$ cat config.mk
export PLATFORM = sky130hd
export DESIGN_NAME = irqc_top
export DESIGN_NICKNAME = d
export VERILOG_FILES = /design/src/rtl/irqc_pkg.sv /design/src/rtl/irqc_prio8.sv /design/src/rtl/irqc_masks.sv /design/src/rtl/irqc_group.sv /design/src/rtl/irqc_arb.sv /design/src/rtl/irqc_top.sv
export SDC_FILE = /design/constraint.sdc
export NUM_CORES = 1
export LEC_CHECK = 0
export BUFFER_PORTS_ARGS = -buffer_cell sky130_fd_sc_hd__clkbuf_2
export CAP_MARGIN = 30
export CORE_MARGIN = 2
export CORE_UTILIZATION = 30
export CTS_BUF_LIST = sky130_fd_sc_hd__clkbuf_8 sky130_fd_sc_hd__clkbuf_16
export DETAILED_ROUTE_END_ITERATION = 8
export HOLD_SLACK_MARGIN = 0.02
export PLACE_DENSITY = 0.6
export SLEW_MARGIN = 0
export SYNTH_ARGS = -nofsm -noshare
export SYNTH_HDL_FRONTEND = slang
export SYNTH_SLANG_ARGS = --single-unit
export TNS_END_PERCENT = 50
$ cat constraint.sdc
create_clock -name clk -period 1.8 [get_ports clk]
set_input_delay 0.36 -clock clk [delete_from_list [all_inputs] [get_ports clk]]
set_output_delay 0.36 -clock clk [all_outputs]
set_load 0.01 [all_outputs]
$ cat src/rtl/irqc_pkg.sv
package irqc_pkg;
  localparam int GRP_W   = 8;
  localparam int IDX_W   = $clog2(GRP_W);
  localparam int ID_W    = IDX_W + 2;
  localparam int NUM_ARB = 5;
  localparam int SRC_W   = 3;

  typedef enum logic [1:0] {
    ADR_LOC0 = 2'd0,
    ADR_LOC1 = 2'd1,
    ADR_MAP0 = 2'd2,
    ADR_MAP1 = 2'd3
  } mask_addr_e;

  typedef enum logic [SRC_W-1:0] {
    WIN_CPU_TMR = 3'd0,
    WIN_LOC0    = 3'd1,
    WIN_LOC1    = 3'd2,
    WIN_BUS_ERR = 3'd3,
    WIN_EXT_TMR = 3'd4
  } win_code_e;
endpackage

$ cat src/rtl/irqc_prio8.sv
module irqc_prio8 #(
  parameter int W  = 8,
  localparam int IW = $clog2(W)
) (
  input  logic [W-1:0]  vec,
  output logic          hit,
  output logic [IW-1:0] idx
);
  always_comb begin
    hit = |vec;
    idx = '0;
    for (int i = 0; i < W; i++) begin
      if (vec[i]) idx = i[IW-1:0];
    end
  end
endmodule

$ cat src/rtl/irqc_masks.sv
module irqc_masks #(
  parameter int GW    = 8,
  parameter int CASC0 = 2,
  parameter int CASC1 = 3
) (
  input  logic          clk,
  input  logic          rst_n,
  input  logic          we,
  input  logic [1:0]    addr,
  input  logic [GW-1:0] wdata,
  output logic [GW-1:0] rdata,
  output logic [GW-1:0] loc0_eff,
  output logic [GW-1:0] loc1_eff,
  output logic [GW-1:0] map0,
  output logic [GW-1:0] map1
);
  import irqc_pkg::*;
  localparam int NREG = 4;

  logic [GW-1:0] mreg_q [NREG];
  logic [GW-1:0] mreg_d [NREG];

  always_comb begin
    for (int i = 0; i < NREG; i++) mreg_d[i] = mreg_q[i];
    if (we) mreg_d[addr] = wdata;
  end

  generate
    for (genvar g = 0; g < NREG; g++) begin : g_reg
      always_ff @(posedge clk or negedge rst_n) begin
        if (!rst_n)  mreg_q[g] <= '0;
        else if (we) mreg_q[g] <= mreg_d[g];
      end
    end
  endgenerate

  always_comb begin
    map0            = mreg_q[ADR_MAP0];
    map1            = mreg_q[ADR_MAP1];
    loc0_eff        = mreg_q[ADR_LOC0];
    loc0_eff[CASC0] = |mreg_q[ADR_MAP0];
    loc1_eff        = mreg_q[ADR_LOC1];
    loc1_eff[CASC1] = |mreg_q[ADR_MAP1];
    case (mask_addr_e'(addr))
      ADR_LOC0: rdata = loc0_eff;
      ADR_LOC1: rdata = loc1_eff;
      ADR_MAP0: rdata = map0;
      default:  rdata = map1;
    endcase
  end

  AST_WR_MAP0: assert property (@(posedge clk) disable iff (!rst_n)
    (we && addr == 2'd2) |=> (map0 == $past(wdata)));
  AST_HOLD_MAP1: assert property (@(posedge clk) disable iff (!rst_n)
    (!we) |=> $stable(map1));
  AST_CASC_FOLLOW0: assert property (@(posedge clk) disable iff (!rst_n)
    (we && addr == 2'd2 && wdata == '0) |=> !loc0_eff[CASC0]);
endmodule

$ cat src/rtl/irqc_group.sv
module irqc_group #(
  parameter int         GW   = 8,
  parameter int         CASC = 2,
  parameter logic [1:0] LCODE = 2'b00,
  parameter logic [1:0] MCODE = 2'b10,
  localparam int        IW   = $clog2(GW),
  localparam int        IDW  = IW + 2
) (
  input  logic           clk,
  input  logic           rst_n,
  input  logic [GW-1:0]  stat,
  input  logic [GW-1:0]  lmask,
  input  logic [GW-1:0]  map_stat,
  input  logic [GW-1:0]  mmask,
  output logic           req_nxt,
  output logic           valid,
  output logic [IDW-1:0] id
);
  logic [GW-1:0]  map_hit;
  logic [GW-1:0]  loc_act;
  logic           map_any, loc_any;
  logic [IW-1:0]  map_idx, loc_idx;
  logic [IDW-1:0] id_d;

  always_comb begin
    map_hit       = map_stat & mmask;
    loc_act       = stat & lmask;
    loc_act[CASC] = lmask[CASC] & (|map_hit);
  end

  irqc_prio8 #(.W(GW)) u_map (.vec(map_hit), .hit(map_any), .idx(map_idx));
  irqc_prio8 #(.W(GW)) u_loc (.vec(loc_act), .hit(loc_any), .idx(loc_idx));

  always_comb begin
    req_nxt = loc_any;
    id_d    = '0;
    if (loc_act[CASC] && map_any) id_d = {MCODE, map_idx};
    else if (loc_any)             id_d = {LCODE, loc_idx};
  end

  always_ff @(posedge clk or negedge rst_n) begin
    if (!rst_n) begin
      valid <= 1'b0;
      id    <= '0;
    end else begin
      valid <= req_nxt;
      id    <= id_d;
    end
  end

  AST_IDLE_ZERO: assert property (@(posedge clk) disable iff (!rst_n)
    !valid |-> (id == '0));
  AST_MASKED_QUIET: assert property (@(posedge clk) disable iff (!rst_n)
    ((stat & lmask) == '0 && map_hit == '0) |=> !valid);
  AST_CASC_WINS: assert property (@(posedge clk) disable iff (!rst_n)
    (map_hit != '0) |=> (valid && id[IDW-1:IDW-2] == MCODE));
endmodule

$ cat src/rtl/irqc_arb.sv
module irqc_arb #(
  parameter int N  = 5,
  localparam int SW = $clog2(N)
) (
  input  logic          clk,
  input  logic          rst_n,
  input  logic [N-1:0]  req,
  output logic          win_valid,
  output logic [SW-1:0] win_src
);
  logic          v_d;
  logic [SW-1:0] s_d;

  always_comb begin
    v_d = |req;
    s_d = '0;
    for (int i = N - 1; i >= 0; i--) begin
      if (req[i]) s_d = i[SW-1:0];
    end
  end

  always_ff @(posedge clk or negedge rst_n) begin
    if (!rst_n) begin
      win_valid <= 1'b0;
      win_src   <= '0;
    end else begin
      win_valid <= v_d;
      win_src   <= s_d;
    end
  end

  AST_CPU_FIRST: assert property (@(posedge clk) disable iff (!rst_n)
    req[0] |=> (win_valid && win_src == '0));
  AST_NO_REQ: assert property (@(posedge clk) disable iff (!rst_n)
    (req == '0) |=> (!win_valid && win_src == '0));
  AST_LOWER_WAITS: assert property (@(posedge clk) disable iff (!rst_n)
    (req[1] && req[2]) |=> (win_src != SW'(2)));
endmodule

$ cat src/rtl/irqc_top.sv
module irqc_top #(
  parameter int GW    = irqc_pkg::GRP_W,
  parameter int CASC0 = 2,
  parameter int CASC1 = 3,
  localparam int IDW  = $clog2(GW) + 2
) (
  input  logic           clk,
  input  logic           rst_n,
  input  logic           reg_we,
  input  logic [1:0]     reg_addr,
  input  logic [GW-1:0]  reg_wdata,
  output logic [GW-1:0]  reg_rdata,
  input  logic [GW-1:0]  loc0_stat,
  input  logic [GW-1:0]  loc1_stat,
  input  logic [GW-1:0]  map_stat,
  input  logic           cpu_tmr,
  input  logic           bus_err,
  input  logic           ext_tmr0,
  input  logic           ext_tmr1,
  output logic           g0_valid,
  output logic [IDW-1:0] g0_id,
  output logic           g1_valid,
  output logic [IDW-1:0] g1_id,
  output logic           win_valid,
  output logic [2:0]     win_src
);
  import irqc_pkg::*;

  logic [GW-1:0] loc0_eff, loc1_eff, map0, map1;
  logic          g0_req, g1_req;
  logic [NUM_ARB-1:0] arb_req;

  irqc_masks #(.GW(GW), .CASC0(CASC0), .CASC1(CASC1)) u_masks (
    .clk(clk), .rst_n(rst_n), .we(reg_we), .addr(reg_addr),
    .wdata(reg_wdata), .rdata(reg_rdata),
    .loc0_eff(loc0_eff), .loc1_eff(loc1_eff), .map0(map0), .map1(map1)
  );

  irqc_group #(.GW(GW), .CASC(CASC0), .LCODE(2'b00), .MCODE(2'b10)) u_grp0 (
    .clk(clk), .rst_n(rst_n), .stat(loc0_stat), .lmask(loc0_eff),
    .map_stat(map_stat), .mmask(map0),
    .req_nxt(g0_req), .valid(g0_valid), .id(g0_id)
  );

  irqc_group #(.GW(GW), .CASC(CASC1), .LCODE(2'b01), .MCODE(2'b11)) u_grp1 (
    .clk(clk), .rst_n(rst_n), .stat(loc1_stat), .lmask(loc1_eff),
    .map_stat(map_stat), .mmask(map1),
    .req_nxt(g1_req), .valid(g1_valid), .id(g1_id)
  );

  always_comb begin
    arb_req              = '0;
    arb_req[WIN_CPU_TMR] = cpu_tmr;
    arb_req[WIN_LOC0]    = g0_req;
    arb_req[WIN_LOC1]    = g1_req;
    arb_req[WIN_BUS_ERR] = bus_err;
    arb_req[WIN_EXT_TMR] = ext_tmr0 | ext_tmr1;
  end

  irqc_arb #(.N(NUM_ARB)) u_arb (
    .clk(clk), .rst_n(rst_n), .req(arb_req),
    .win_valid(win_valid), .win_src(win_src)
  );

  AST_G0_OVER_G1: assert property (@(posedge clk) disable iff (!rst_n)
    (!cpu_tmr && g0_req) |=> (win_src == 3'd1));
endmodule

==> flow_metrics.tcl <==
set metrics [dict create \
    status "finished, violations left" \
    violations "setup timing" \
    crit_chain "nor4_2, buf_4, nand2_1, mux4_2, clkbuf_2" \
    drc 0 \
    yosys.area.top_type "dfrtp_1" \
    required_ps 1440 \
    path_class "flop to output port" \
    drtIter0Drc 79 \
    via_count 1874 \
    synth_seq_cells 45 \
    synth_edf_count 0 \
    io_pins 65 \
    finalCriticalPeriod_ps 2130 \
    drt_pass1_iterations 4 \
    ant_nets 0 \
    vias_per_cell 5.25 \
    synth_most_common_cell "dfrtp_1" \
    top_layer "met4" \
    hold_class "input pin to async pin" \
    yosys-top-cells-area "dfrtp_1, mux2_2, mux4_2, a22oi_1, nand2_1" \
    dieArea_um2 8020 \
    ys_types 37 \
    finalWorstSetupSlack_ps -327 \
    start_util_pct 30.6 \
    synthArstFlopShare_pct 100 \
    drive_gt1_share_pct 55.0 \
    gr-usage-all-layers_pct 16.0 \
    syn_avg_cell_area_um2 13.3 \
    placed_area_um2 2800 \
    gr-total-overflow 0 \
    grt_pass1_wl_mm 9.40 \
    fillerInstances 709 \
    antennaDiodeCount 0 \
    yosysWarnings 0 \
    fin_tns_setup_ps -807 \
    cp_data_arrival_time_ps 1770 \
    slew_violations 0 \
    cpPeakStageDelay_ps 460 \
    fmax_mhz 470 \
    wirelength_mm 6.23 \
    clk_latency_ps 300 \
    final_area_um2 2940 \
    post-route-util_pct 40.9 \
    max_slew_margin_pct 61.7 \
    antenna_found_initial 0 \
    rsz0062_at_grt "yes" \
    cp_max_fo 2 \
    regArea_um2 1130 \
    maxCapViolations 0 \
    gp_congestion 0.946 \
    path_delay_family "multiplexers" \
    numCtsBuffers 5 \
    synth_nets 206 \
    grt_max_degree 46 \
    wl_met2_mm 2.82 \
    dp_hpwl_mm 4.92 \
    postCtsHoldBufs 0 \
    synth_ff_type "dfrtp_1" \
    grt_pass1_vias 1792 \
    io_buffers 61 \
    m1WireLength_mm 2.97 \
    hold_viol_final 0 \
    cp_num_buf_inv 2 \
    root_buffer "clkbuf_8" \
    nets 298 \
    p_per_area_nw_per_um2 984 \
    clkTransAtPathRegs_ps 100 \
    post-route-period-util_pct 118 \
    tightest_slew_ps 575 \
    row_count 31 \
    cp-start-kind "flop" \
    multi_input_area_um2 1040 \
    clockBufferDepth 2 \
    die_y_um 89.6 \
    cts_sinks 45 \
    ys_seq_area_share_pct 51.3 \
    synthDominantCellAreaShare_pct 51.3 \
    setup_violations 8 \
    skew_ps 14.1 \
    tritoncts "yes" \
    setup.worst_path.end_class "output port" \
    netlist_instances 165 \
    peakVddDrop_mv 0.356 \
    syn2layout_area_growth_pct 33.8 \
    p_leak_nw 1.31 \
    syn_area_um2 2200 \
    wire_per_inst_um 17.4 \
    total_power_w 0.00289 \
    wl_met3_um 383 \
    cp_slowest_cell "mux4_2" \
    synth_common_cells "dfrtp_1, mux2_2, nand2_1" \
    die_w_um 89.6 \
    h-tree-depth 2 \
    core_area_um2 7180 \
]
==> cell usage in the layout (no fill, tap or decap), types with 2 or more instances in the layout <==
cell / synthesis / final
buf_4: 1 / 21
nor4_1: 4 / 2
nand3b_1: 3 / 3
clkbuf_2: 0 / 60
nor2_1: 2 / 2
a31oi_1: 3 / 3
a22o_1: 4 / 4
nand3_1: 5 / 5
o221ai_1: 2 / 2
clkbuf_8: 0 / 5
mux2_2: 30 / 30
mux4_2: 7 / 8
a32oi_1: 2 / 2
nand4_1: 3 / 3
nor3_1: 2 / 2
dfrtp_1: 45 / 45
a22oi_1: 12 / 12
buf_6: 1 / 8
nand2_1: 17 / 17
a222oi_1: 2 / 2
nor4_2: 0 / 2
==> cells by family (layout without fill, tap and decap cells) <==
kind of cell,after synthesis,count (layout),share of synthesized area (%)
AO/OA/AOI/OAI,30,30,10.9
multiplexers,38,38,23.8
other,1,1,0.171
AND/OR/NAND/NOR,45,45,12.1
flip-flops,45,45,51.3
buffers and inverters,6,99,1.77
==> through the flow <==
| step | std cells | setup WS [ps] | hold slack, ps |
|---|---|---|---|
| floorplan | 165 | 247 | 64.4 |
| global placement | 348 | 1.16 | 479 |
| CTS | 357 | -343 | 159 |
| finish | 357 | -327 | 137 |
| detailed placement | 348 | 1.43 | 484 |
| global route | 357 | -391 | 180 |
==> routing by layer <==
layer	global-route usage, %	vias to the layer above
met5	0	-
met4	3.80	0
met3	3.32	6
met2	25.6	74
met1	22.4	953
li1	-	841
==> cell type report <==
type                       count  share of cell area (%)
tap                           99                    4.22
inverter                       2                   0.341
multi-input combinational    114                    35.4
timing repair buffer          89                    18.7
sequential                    45                    38.3
clock buffer                   5                    2.34
clock inverter                 3                   0.724
==> state kept, by name, indices dropped and copies added, names as in the netlist, 3 cells and up <==
signal / flops
u_grp1.id: 5
u_grp0.id: 4
u_masks.loc0_eff: 7
u_masks.map1: 8
u_masks.loc1_eff: 7
u_masks.map0: 8
u_arb.win_src: 3
==> report_power, final <==
part / internal, W / switching, W
combinational: 0.000501 / 0.000430
clock: 0.000276 / 0.000362
sequential: 0.00119 / 0.000135
total: 0.00196 / 0.000928
==> worst paths after layout <==
path	end	startpoint	depth (start not counted)	slack (ps)
worst max-delay path	reg_rdata[3]	u_masks.map1[4]	5	-330
worst min-delay path	u_masks.map1[3]	rst_n	2	140
worst max register to register	u_arb.win_src[1]	u_masks.map0[7]	6	110
worst min register to register	u_masks.loc0_eff[0]	u_masks.loc0_eff[0]	1	580
max in group asynchronous	u_masks.loc1_eff[7]	rst_n	2	1270
min in group clk	u_arb.win_src[0]	cpu_tmr	2	230
==> what timing repair did <==
action | 4_1_cts | 5_1_grt
resized for setup | 10 | 3
gates cloned | 0 | 0
pin swaps | 0 | 1
endpoints found under the setup margin | 8 | 9
setup buffers | 1 | 2
Note: power is estimated with default switching activity, not from simulation.
